### src/rtl/cc_pkg.sv
package cc_pkg;
    typedef enum logic [1:0] {
        FL_EMPTY   = 2'd0,
        FL_HELD    = 2'd1,
        FL_OVERRUN = 2'd2
    } flag_state_t;
endpackage

### src/rtl/cc_store.sv
module cc_store #(
    parameter int DW = 16
) (
    input  logic          clk,
    input  logic          rst_n,
    input  logic          cap_mode,
    input  logic          pre_en,
    input  logic          upd,
    input  logic          cap,
    input  logic          wr_en,
    input  logic [DW-1:0] wr_data,
    input  logic [DW-1:0] cnt,
    output logic [DW-1:0] shadow_q,
    output logic [DW-1:0] active_q
);
    always_ff @(posedge clk) begin
        if (!rst_n) begin
            shadow_q <= '0;
            active_q <= '0;
        end else if (!cap_mode) begin
            if (wr_en) shadow_q <= wr_data;
            if (wr_en && !pre_en) active_q <= wr_data;
            else if (pre_en && upd) active_q <= shadow_q;
        end else begin
            if (cap) shadow_q <= cnt;
            else if (wr_en) shadow_q <= wr_data;
        end
    end


    direct_write_chk: assert property (@(posedge clk) disable iff (!rst_n)
        (!cap_mode && wr_en && !pre_en) |=> (active_q == $past(wr_data)));

    preload_hold_chk: assert property (@(posedge clk) disable iff (!rst_n)
        (!cap_mode && pre_en && !upd) |=> $stable(active_q));

    update_copy_chk: assert property (@(posedge clk) disable iff (!rst_n)
        (!cap_mode && pre_en && upd) |=> (active_q == $past(shadow_q)));

    capture_store_chk: assert property (@(posedge clk) disable iff (!rst_n)
        (cap_mode && cap) |=> (shadow_q == $past(cnt)));

    cap_mode_active_chk: assert property (@(posedge clk) disable iff (!rst_n)
        cap_mode |=> $stable(active_q));
endmodule

### src/rtl/cc_flags.sv
module cc_flags
    import cc_pkg::*;
(
    input  logic clk,
    input  logic rst_n,
    input  logic cap_ev,
    input  logic rd_ev,
    output logic cap_flag,
    output logic ovr_flag
);
    flag_state_t state_q, state_d;

    always_ff @(posedge clk) begin
        if (!rst_n) state_q <= FL_EMPTY;
        else        state_q <= state_d;
    end

    always_comb begin
        state_d = state_q;
        unique case (state_q)
            FL_EMPTY: begin
                if (cap_ev) state_d = FL_HELD;
            end
            FL_HELD: begin
                if (cap_ev && rd_ev) state_d = FL_HELD;
                else if (cap_ev)     state_d = FL_OVERRUN;
                else if (rd_ev)      state_d = FL_EMPTY;
            end
            FL_OVERRUN: begin
                if (cap_ev && rd_ev) state_d = FL_HELD;
                else if (rd_ev)      state_d = FL_EMPTY;
            end
            default: state_d = FL_EMPTY;
        endcase
    end

    always_comb begin
        cap_flag = 1'b0;
        ovr_flag = 1'b0;
        unique case (state_q)
            FL_EMPTY:   ;
            FL_HELD:    cap_flag = 1'b1;
            FL_OVERRUN: begin
                cap_flag = 1'b1;
                ovr_flag = 1'b1;
            end
            default: ;
        endcase
    end


    cap_sets_flag_chk: assert property (@(posedge clk) disable iff (!rst_n)
        cap_ev |=> cap_flag);

    second_cap_chk: assert property (@(posedge clk) disable iff (!rst_n)
        (cap_flag && cap_ev && !rd_ev) |=> ovr_flag);

    read_clears_chk: assert property (@(posedge clk) disable iff (!rst_n)
        (rd_ev && !cap_ev) |=> (!cap_flag && !ovr_flag));
endmodule

### src/rtl/cc_compare.sv
module cc_compare #(
    parameter int DW = 16
) (
    input  logic          cap_mode,
    input  logic [DW-1:0] cnt,
    input  logic [DW-1:0] active,
    output logic          cmp_out
);
    always_comb begin
        cmp_out = !cap_mode && (cnt < active);
    end
endmodule

### src/rtl/cc_channel.sv
module cc_channel #(
    parameter int DW = 16
) (
    input  logic          clk,
    input  logic          rst_n,
    input  logic [DW-1:0] cnt_i,
    input  logic          mode_i,
    input  logic          preload_en_i,
    input  logic          update_i,
    input  logic          capture_i,
    input  logic          wr_en_i,
    input  logic [DW-1:0] wr_data_i,
    input  logic          rd_en_i,
    output logic [DW-1:0] rd_data_o,
    output logic          cmp_o,
    output logic          cap_flag_o,
    output logic          ovr_flag_o
);
    logic [DW-1:0] shadow_w;
    logic [DW-1:0] active_w;
    logic          cap_ev_w;

    assign cap_ev_w  = mode_i && capture_i;
    assign rd_data_o = shadow_w;

    cc_store #(.DW(DW)) u_store (
        .clk      (clk),
        .rst_n    (rst_n),
        .cap_mode (mode_i),
        .pre_en   (preload_en_i),
        .upd      (update_i),
        .cap      (capture_i),
        .wr_en    (wr_en_i),
        .wr_data  (wr_data_i),
        .cnt      (cnt_i),
        .shadow_q (shadow_w),
        .active_q (active_w)
    );

    cc_flags u_flags (
        .clk      (clk),
        .rst_n    (rst_n),
        .cap_ev   (cap_ev_w),
        .rd_ev    (rd_en_i),
        .cap_flag (cap_flag_o),
        .ovr_flag (ovr_flag_o)
    );

    cc_compare #(.DW(DW)) u_cmp (
        .cap_mode (mode_i),
        .cnt      (cnt_i),
        .active   (active_w),
        .cmp_out  (cmp_o)
    );


    cmp_mode_ignores_cap_chk: assert property (@(posedge clk) disable iff (!rst_n)
        (!mode_i && !wr_en_i) |=> $stable(rd_data_o));

    cap_beats_write_chk: assert property (@(posedge clk) disable iff (!rst_n)
        (mode_i && capture_i && wr_en_i) |=> (rd_data_o == $past(cnt_i)));

    cmp_low_in_capture_chk: assert property (@(posedge clk) disable iff (!rst_n)
        mode_i |-> !cmp_o);
endmodule

### config.mk
export PLATFORM = sky130hd
export DESIGN_NAME = cc_channel
export DESIGN_NICKNAME = d
export VERILOG_FILES = /design/src/rtl/cc_pkg.sv /design/src/rtl/cc_store.sv /design/src/rtl/cc_flags.sv /design/src/rtl/cc_compare.sv /design/src/rtl/cc_channel.sv
export SDC_FILE = /design/constraint.sdc
export NUM_CORES = 1
export LEC_CHECK = 0
export ABC_AREA = 0
export BUFFER_PORTS_ARGS = -buffer_cell sky130_fd_sc_hd__buf_2
export CORE_UTILIZATION = 31
export DETAILED_ROUTE_END_ITERATION = 12
export SLEW_MARGIN = 15
export SYNTH_ARGS = -nofsm -noshare
export SYNTH_HDL_FRONTEND = slang
export SYNTH_HIERARCHICAL = 1
export SYNTH_SLANG_ARGS = --single-unit
### constraint.sdc
create_clock -name clk -period 3.5 [get_ports clk]
set_input_delay 0.875 -clock clk [delete_from_list [all_inputs] [get_ports clk]]
set_output_delay 0.875 -clock clk [all_outputs]
set_load 0.02 [all_outputs]
# Word level (Yosys, flattened, before mapping)
# Index checks and enable logic that the tools add are counted.
# word_totals
ff_bits	34
latchBits	0
mem_bits_rw	0
mem_bits_ro	0
inputBits	40
out_inout_bits	19
wordCells	32
mem_count	0
# op_classes
addsub	0
multipliers	0
div_mod_pow	0
order_cmp	1
eq_ne	3
shift	0
muxes	13
n_bitwise	1
n_reduce_logical	11
# op_table
operator	n
$mux W16	5
$lt A16 B16 Y1	1
$mux W2	5
$pmux W2 S3	1
$logic_and A1 B1 Y1	5
$eq A2 B1 Y1 const B	1
$eq A2 B2 Y1 const B	1
$logic_not A1 Y1	2
$logic_not A2 Y1	1
$mux W1	2
$ne A2 B1 Y1 const B	1
$reduce_and A2 Y1	1
$reduce_bool A2 Y1	1
$reduce_or A2 Y1	1
$not A1 Y1	1

# Longest topological paths before layout
# Gate-level depths: netlist (run 1).
# logic_depth
word_depth	4
ltp_mapped	6
mapped_depth_nobuf	6

# By module
# The synthesis (run 1) kept the hierarchy.
# modules_own_cells
mod	instances	cells_per_inst	area_per_inst_um2	seq_area_each_um2
cc_store	1	129	1417.6	640.6
cc_compare	1	52	376.6	0.0
cc_flags	1	22	177.7	40.0
cc_channel	1	1	6.3	0.0

# Worst setup path before layout (run 1)
# Ideal clock, no wire load.
# synth_path
path_kind	input port to output port
startpoint	input port cnt_i[7]
endpoint	output port cmp_o
arrival_ns	2.027
t_required_ns	2.625
setup_slack_ns	0.598
cell_stages	5
path_buffers	0
path_cell_list	ha_1 > and4_1 > o21ai_1 > or4_1 > o2111a_1
# synth_between
elab_chain_len	2
# synth_rtl
item	line	source
start: declaration	cc_channel.sv:6	input logic [DW-1:0] cnt_i,
$lt A16 B16 Y1	cc_compare.sv:10	cmp_out = !cap_mode && (cnt < active);
$logic_and A1 B1 Y1	cc_compare.sv:10	
end: declaration	cc_channel.sv:15	output logic cmp_o,
# No other way between the ends.

# Worst setup path in the final report (run 1)
# Same ends and word-level chain as after synthesis.

==> results.py, run 1 <==
metrics = {
    "routing": {
        "post_drt_wl_per_cell_um": 14.05,
        "routed_wl_um": 4707,
        "drt-initial-drc-count": 80,
        "vias_per_cell": 5.018,
        "num_vias": 1681,
        "drc_errors": 0,
        "drtPass1Iterations": 4,
        "postRouteAntennaNets": 0,
    },
    "synthesis": {
        "synth-edff-count": 0,
        "synth_top_cell_by_area": "dfxtp_1",
        "synth_nets": 263,
        "async_flop_share": 0,
        "ys.flop_type": "dfxtp_1",
        "synth-seq-cells": 34,
        "yosysUniqueCellTypes": 31,
        "synth_top_area_frac": 0.3441,
        "yosys_warnings": 6,
        "synth.avg_cell_area_sq_um": 9.697,
        "synth-seq-area-share": 0.3441,
        "synthCells": 204,
        "synth_area_leaders": "dfxtp_1 34%, ha_1 12%, mux2i_1 8.6%",
        "syn_area_sq_um": 1978,
    },
    "power": {
        "peakVddDrop_mv": 0.2277,
        "power_leakage_nw": 1.212,
        "finalPower_mw": 0.9440,
        "powerDensity_nw_per_um2": 392.4,
    },
    "timing": {
        "final-max-slew-violation-count": 0,
        "tightest_slew_ns": 1.024,
        "rsz0062_at_grt": "false",
        "period_minus_slack_ns": 3.157,
        "fmax_ghz": 0.3167,
        "fin_crit_sh": 0.9021,
        "setup_violations": 0,
        "max-slew-margin-rel": 0.3158,
        "final.setup_skew_ns": 0.001441,
        "final-hold-violation-count": 0,
        "hold_slack_ns": 0.4624,
        "setup_tns_ns": 0,
    },
    "critical_path": {
        "critPathRequiredTime_ns": 2.62,
        "slowest_stage": "or4_1",
        "path_delay_family": "simple AND/OR/NAND/NOR gates",
        "path_buf_inv": 2,
        "arrival_ns": 2.28,
        "crit_fanout": 3,
        "start_kind": "input pin",
        "path_class": "input pin to primary output",
        "cp_slowest_stage_delay_ns": 0.47,
        "worstPathCellList": "buf_2 -> ha_1 -> and4_1 -> o21ai_1 -> or4_1 -> o2111a_1 -> buf_2",
        "endpoint_kind": "primary output",
        "crit_top_cell": "buf_2",
    },
    "cts": {
        "cts.clk_slew.worst_paths_ns": 0.07,
        "hold_buffers": 0,
        "post_cts_resized": 0,
        "htreeDepth": 2,
        "cts_buffers": 5,
        "cts_setup_buffers": 0,
        "clk_latency_ns": 0.28,
        "tritoncts": "yes",
        "cts_sinks": 34,
        "root_buffer": "clkbuf_8",
        "clockBufferDepth": 2,
    },
    "die": {
        "ios": 59,
        "core_area_sq_um": 6026,
        "initial_core_util": 0.3283,
        "die-area_sq_um": 6704,
        "num_rows": 28,
        "die_y_um": 81.88,
        "dieWidth_um": 81.88,
    },
    "hold_path": {
        "min_path_type": "flip-flop to flip-flop",
    },
    "cells_and_area": {
        "fin_cells": 335,
        "post-route-util": 0.3993,
        "layout.nets": 318,
        "layout_commonest_cell": "buf_2",
        "area_delta_synth_final_pct": 21.63,
        "final_cell_mix": "58 x buf_2, 34 x dfxtp_1, 22 x nand2_1",
        "diodes": 0,
        "layout-drive-gt1-share": 0.2808,
    },
    "run": {
        "maxCapViolations": 0,
    },
    "global_route": {
        "gr-usage-met1": 0.1786,
        "met3_usage": 0.04556,
        "antenna_found_initial": 0,
        "overflow": 0,
        "track_usage": 0.1511,
        "grt_pass1_wl_um": 7521,
        "grt_pass1_vias": 1594,
        "busiest_layer": "met2",
        "use_met2": 0.2562,
        "grt_max_degree": 36,
    },
    "placement": {
        "dpl.hpwl_um": 3462,
        "io_buffer_count": 58,
        "post-place-cells": 327,
        "place.gp.congestion": 0.7276,
    },
    "run_status": {
        "outcome": "complete, no violations",
    },
}
[state kept, by name (all words and copies together), names as in the netlist]
signal	cells
u_flags/state_q	2
u_store/active_q	16
u_store/shadow_q	16
[metrics by stage]
step	worst slack (ns)	cell area, sq um
4_1_cts	0.3330	2406
3_3_place_gp	0.3543	2315
2_1_floorplan	0.5983	1978
6_report	0.3425	2406
3_5_place_dp	0.3478	2315
5_1_grt	0.2625	2406
[report_power, final]
part           total (mW)  internal [mW]  leakage (nW)  switching (mW)
clock               0.298          0.159        0.0482           0.140
combinational       0.211         0.0974         0.882           0.114
sequential          0.435          0.417         0.281          0.0178
total               0.944          0.673          1.21           0.271
[kinds of logic after synthesis]
logic type,count (synthesis),share of synthesized area
DFF,34,0.3441
adders and majority gates,19,0.1202
AOI/OAI and AO/OA,68,0.2941
muxes,17,0.08602
and+or+nand+nor,37,0.09172
buffers and inverters,29,0.06388
[area by class of cell]
type / instances / area, sq um
clock inverter: 1 / 5.005
sequential: 34 / 680.7
fill: 637 / 3620
clock buffer: 7 / 86.33
timing repair buffer: 60 / 305.3
tap: 75 / 93.84
multi-input combinational: 141 / 1171
inverter: 17 / 63.81
[path summary, 6_finish.rpt]
check / startpoint / end / slack [ns] / cells past startpoint
max reg2reg: u_flags/state_q[0]$_SDFFE_PN0P_ / u_flags/state_q[0]$_SDFFE_PN0P_ / 2.05 / 4
min reg2reg: u_store/active_q[9]$_SDFFE_PN0P_ / u_store/active_q[9]$_SDFFE_PN0P_ / 0.46 / 1
max: cnt_i[7] / cmp_o / 0.34 / 7
min: u_store/active_q[9]$_SDFFE_PN0P_ / u_store/active_q[9]$_SDFFE_PN0P_ / 0.46 / 1
[cells in the mapped netlist, drive strengths merged (2+ instances only)]
cell,count
inv,17
o211a,16
or4,2
clkbuf,7
buf,5
and4,2
nor2b,2
o21ai,7
nor2,3
ha,19
o21a,17
dfxtp,34
nand2,22
mux2i,17
o221a,16
a21oi,7
[layer usage]
layer  vias to the layer above  share of wire
li1                        867              -
met1                       771           0.45
met2                        38           0.47
met3                         5          0.067
met4                         0          0.011
met5                         -              0
Note: power is estimated with default switching activity, not from simulation.
==> run 2, diff against run 1 <==
Settings changed: MAX_ROUTING_LAYER from default to met4.
==> run 2 against run 1 <==
Against the previous run: wire length unchanged; critical endpoint unchanged; largest power group unchanged; total power about the same; count of clock-buffer cells in the layout unchanged.
==> results.py, run 2 (synthesized netlist as in run 1, its figures left out) <==
metrics = {
    "critical_path": {
        "path_class": "input pin to primary output",
        "ff2ff_path_depth": 4,
        "critPathLaunch": "cnt_i[7]",
        "arrival_ns": 2.28,
        "r2r_start": "u_flags/state_q[0]$_SDFFE_PN0P_",
        "critPathRequiredTime_ns": 2.62,
        "slowest_stage": "or4_1",
        "crit_top_cell": "buf_2",
        "start_kind": "input pin",
        "worstPathCellList": "buf_2 -> ha_1 -> and4_1 -> o21ai_1 -> or4_1 -> o2111a_1 -> buf_2",
        "crit_fanout": 3,
        "cp_slowest_stage_delay_ns": 0.47,
        "endpoint_kind": "primary output",
    },
    "cells_and_area": {
        "area_delta_synth_final_pct": 21.63,
        "diodes": 0,
        "layout_commonest_cell": "buf_2",
        "final_cell_mix": "58 x buf_2, 34 x dfxtp_1, 22 x nand2_1",
        "reg_top3": "u_store/active_q x16, u_store/shadow_q x16, u_flags/state_q x2",
        "layout-drive-gt1-share": 0.2808,
        "layout.nets": 318,
    },
    "timing": {
        "fin_crit_sh": 0.9022,
        "setup_violations": 0,
        "final.setup_skew_ns": 0.001496,
        "fmax_ghz": 0.3167,
        "period_minus_slack_ns": 3.158,
        "tightest_slew_ns": 1.020,
        "max-slew-margin-rel": 0.3187,
        "setup_tns_ns": 0,
        "hold_slack_ns": 0.4624,
        "rsz0062_at_grt": "false",
        "final-max-slew-violation-count": 0,
        "fin_ws_ns": 0.3423,
        "final-hold-violation-count": 0,
    },
    "routing": {
        "post_drt_wl_per_cell_um": 14.05,
        "postRouteAntennaNets": 0,
        "vias_per_cell": 5.012,
        "drt-initial-drc-count": 81,
        "drtPass1Iterations": 4,
        "num_vias": 1679,
        "routed_wl_um": 4707,
        "drc_errors": 0,
    },
    "die": {
        "ios": 59,
        "initial_core_util": 0.3283,
        "num_rows": 28,
        "die_y_um": 81.88,
        "dieWidth_um": 81.88,
        "die-area_sq_um": 6704,
        "core_area_sq_um": 6026,
    },
    "power": {
        "power_leakage_nw": 1.212,
        "p_sw_mw": 0.2709,
        "powerDensity_nw_per_um2": 392.4,
        "intPower_mw": 0.6731,
        "pwr-share-clk": 0.316,
        "power_frac_comb": 0.223,
        "sw_frac_of_total": 0.2870,
        "peakVddDrop_mv": 0.2277,
        "p_seq_frac": 0.461,
    },
    "placement": {
        "place.gp.congestion": 0.7364,
        "dpl.hpwl_um": 3462,
        "io_buffer_count": 58,
        "place_ws_ns": 0.3478,
    },
    "cts": {
        "htreeDepth": 2,
        "cts.clk_slew.worst_paths_ns": 0.07,
        "clk_latency_ns": 0.28,
        "root_buffer": "clkbuf_8",
        "cts_buffers": 5,
        "cts_setup_buffers": 0,
        "clockBufferDepth": 2,
        "cts_sinks": 34,
        "post_cts_resized": 0,
        "tritoncts": "yes",
        "hold_buffers": 0,
    },
    "hold_path": {
        "hold_depth": 1,
        "holdCritStartpoint": "u_store/active_q[9]$_SDFFE_PN0P_",
        "min_path_type": "flip-flop to flip-flop",
    },
    "run": {
        "maxCapViolations": 0,
    },
    "global_route": {
        "grt_max_degree": 36,
        "grt_pass1_wl_um": 7514,
        "antenna_found_initial": 0,
        "overflow": 0,
        "grt_pass1_vias": 1595,
        "track_usage": 0.1554,
    },
    "run_status": {
        "outcome": "complete, no violations",
    },
}
==> run 2: metal layers <==
layer  global-route usage  vias up  wire (um)
met2               0.2562       38       2225
met5                    -        -          0
met4              0.05439        0         45
met3              0.04556        5        307
li1                     -      867          -
met1               0.1786      769       2128
==> run 2: power groups by stage <==
| stage | combinational [mW] | sequential [mW] | clock (mW) |
|---|---|---|---|
| floorplan | 0.123 | 0.460 | 0 |
| global placement | 0.211 | 0.443 | 0 |
| detailed placement | 0.213 | 0.444 | 0 |
| CTS | 0.215 | 0.435 | 0.312 |
| global route | 0.239 | 0.439 | 0.328 |
| finish | 0.211 | 0.435 | 0.298 |
==> run 2: worst paths after layout <==
| kind | end | slack [ns] |
|---|---|---|
| min | u_store/active_q[9]$_SDFFE_PN0P_ | 0.46 |
| max | cmp_o | 0.34 |
| max reg2reg | u_flags/state_q[0]$_SDFFE_PN0P_ | 2.05 |
| min reg2reg | u_store/active_q[9]$_SDFFE_PN0P_ | 0.46 |
==> run 2: through the flow <==
step                cells  power, mW    util  area, sq um
finish                335     0.9441  0.3993         2406
detailed placement    327     0.6574  0.3841         2315
global placement      327     0.6542  0.3841         2315
global route          335      1.006  0.3993         2406
CTS                   335     0.9617  0.3993         2406
floorplan             204     0.5830       -         1978
==> run 2: cell type report <==
type	instances	area [sq um]
Inverter	17	63.81
Clock inverter	1	5.005
Multi-Input combinational cell	141	1171
Tap cell	75	93.84
Timing Repair Buffer	60	305.3
Fill cell	637	3620
Sequential cell	34	680.7
Clock buffer	7	86.33
==> run 2: critical path: cells and delay by family <==
| family | cells | cell delay, ns |
|---|---|---|
| buffers and inverters | 2 | 0.27 |
| adders and majority gates | 1 | 0.30 |
| and+or+nand+nor | 2 | 0.66 |
| AOI/OAI and AO/OA | 2 | 0.19 |
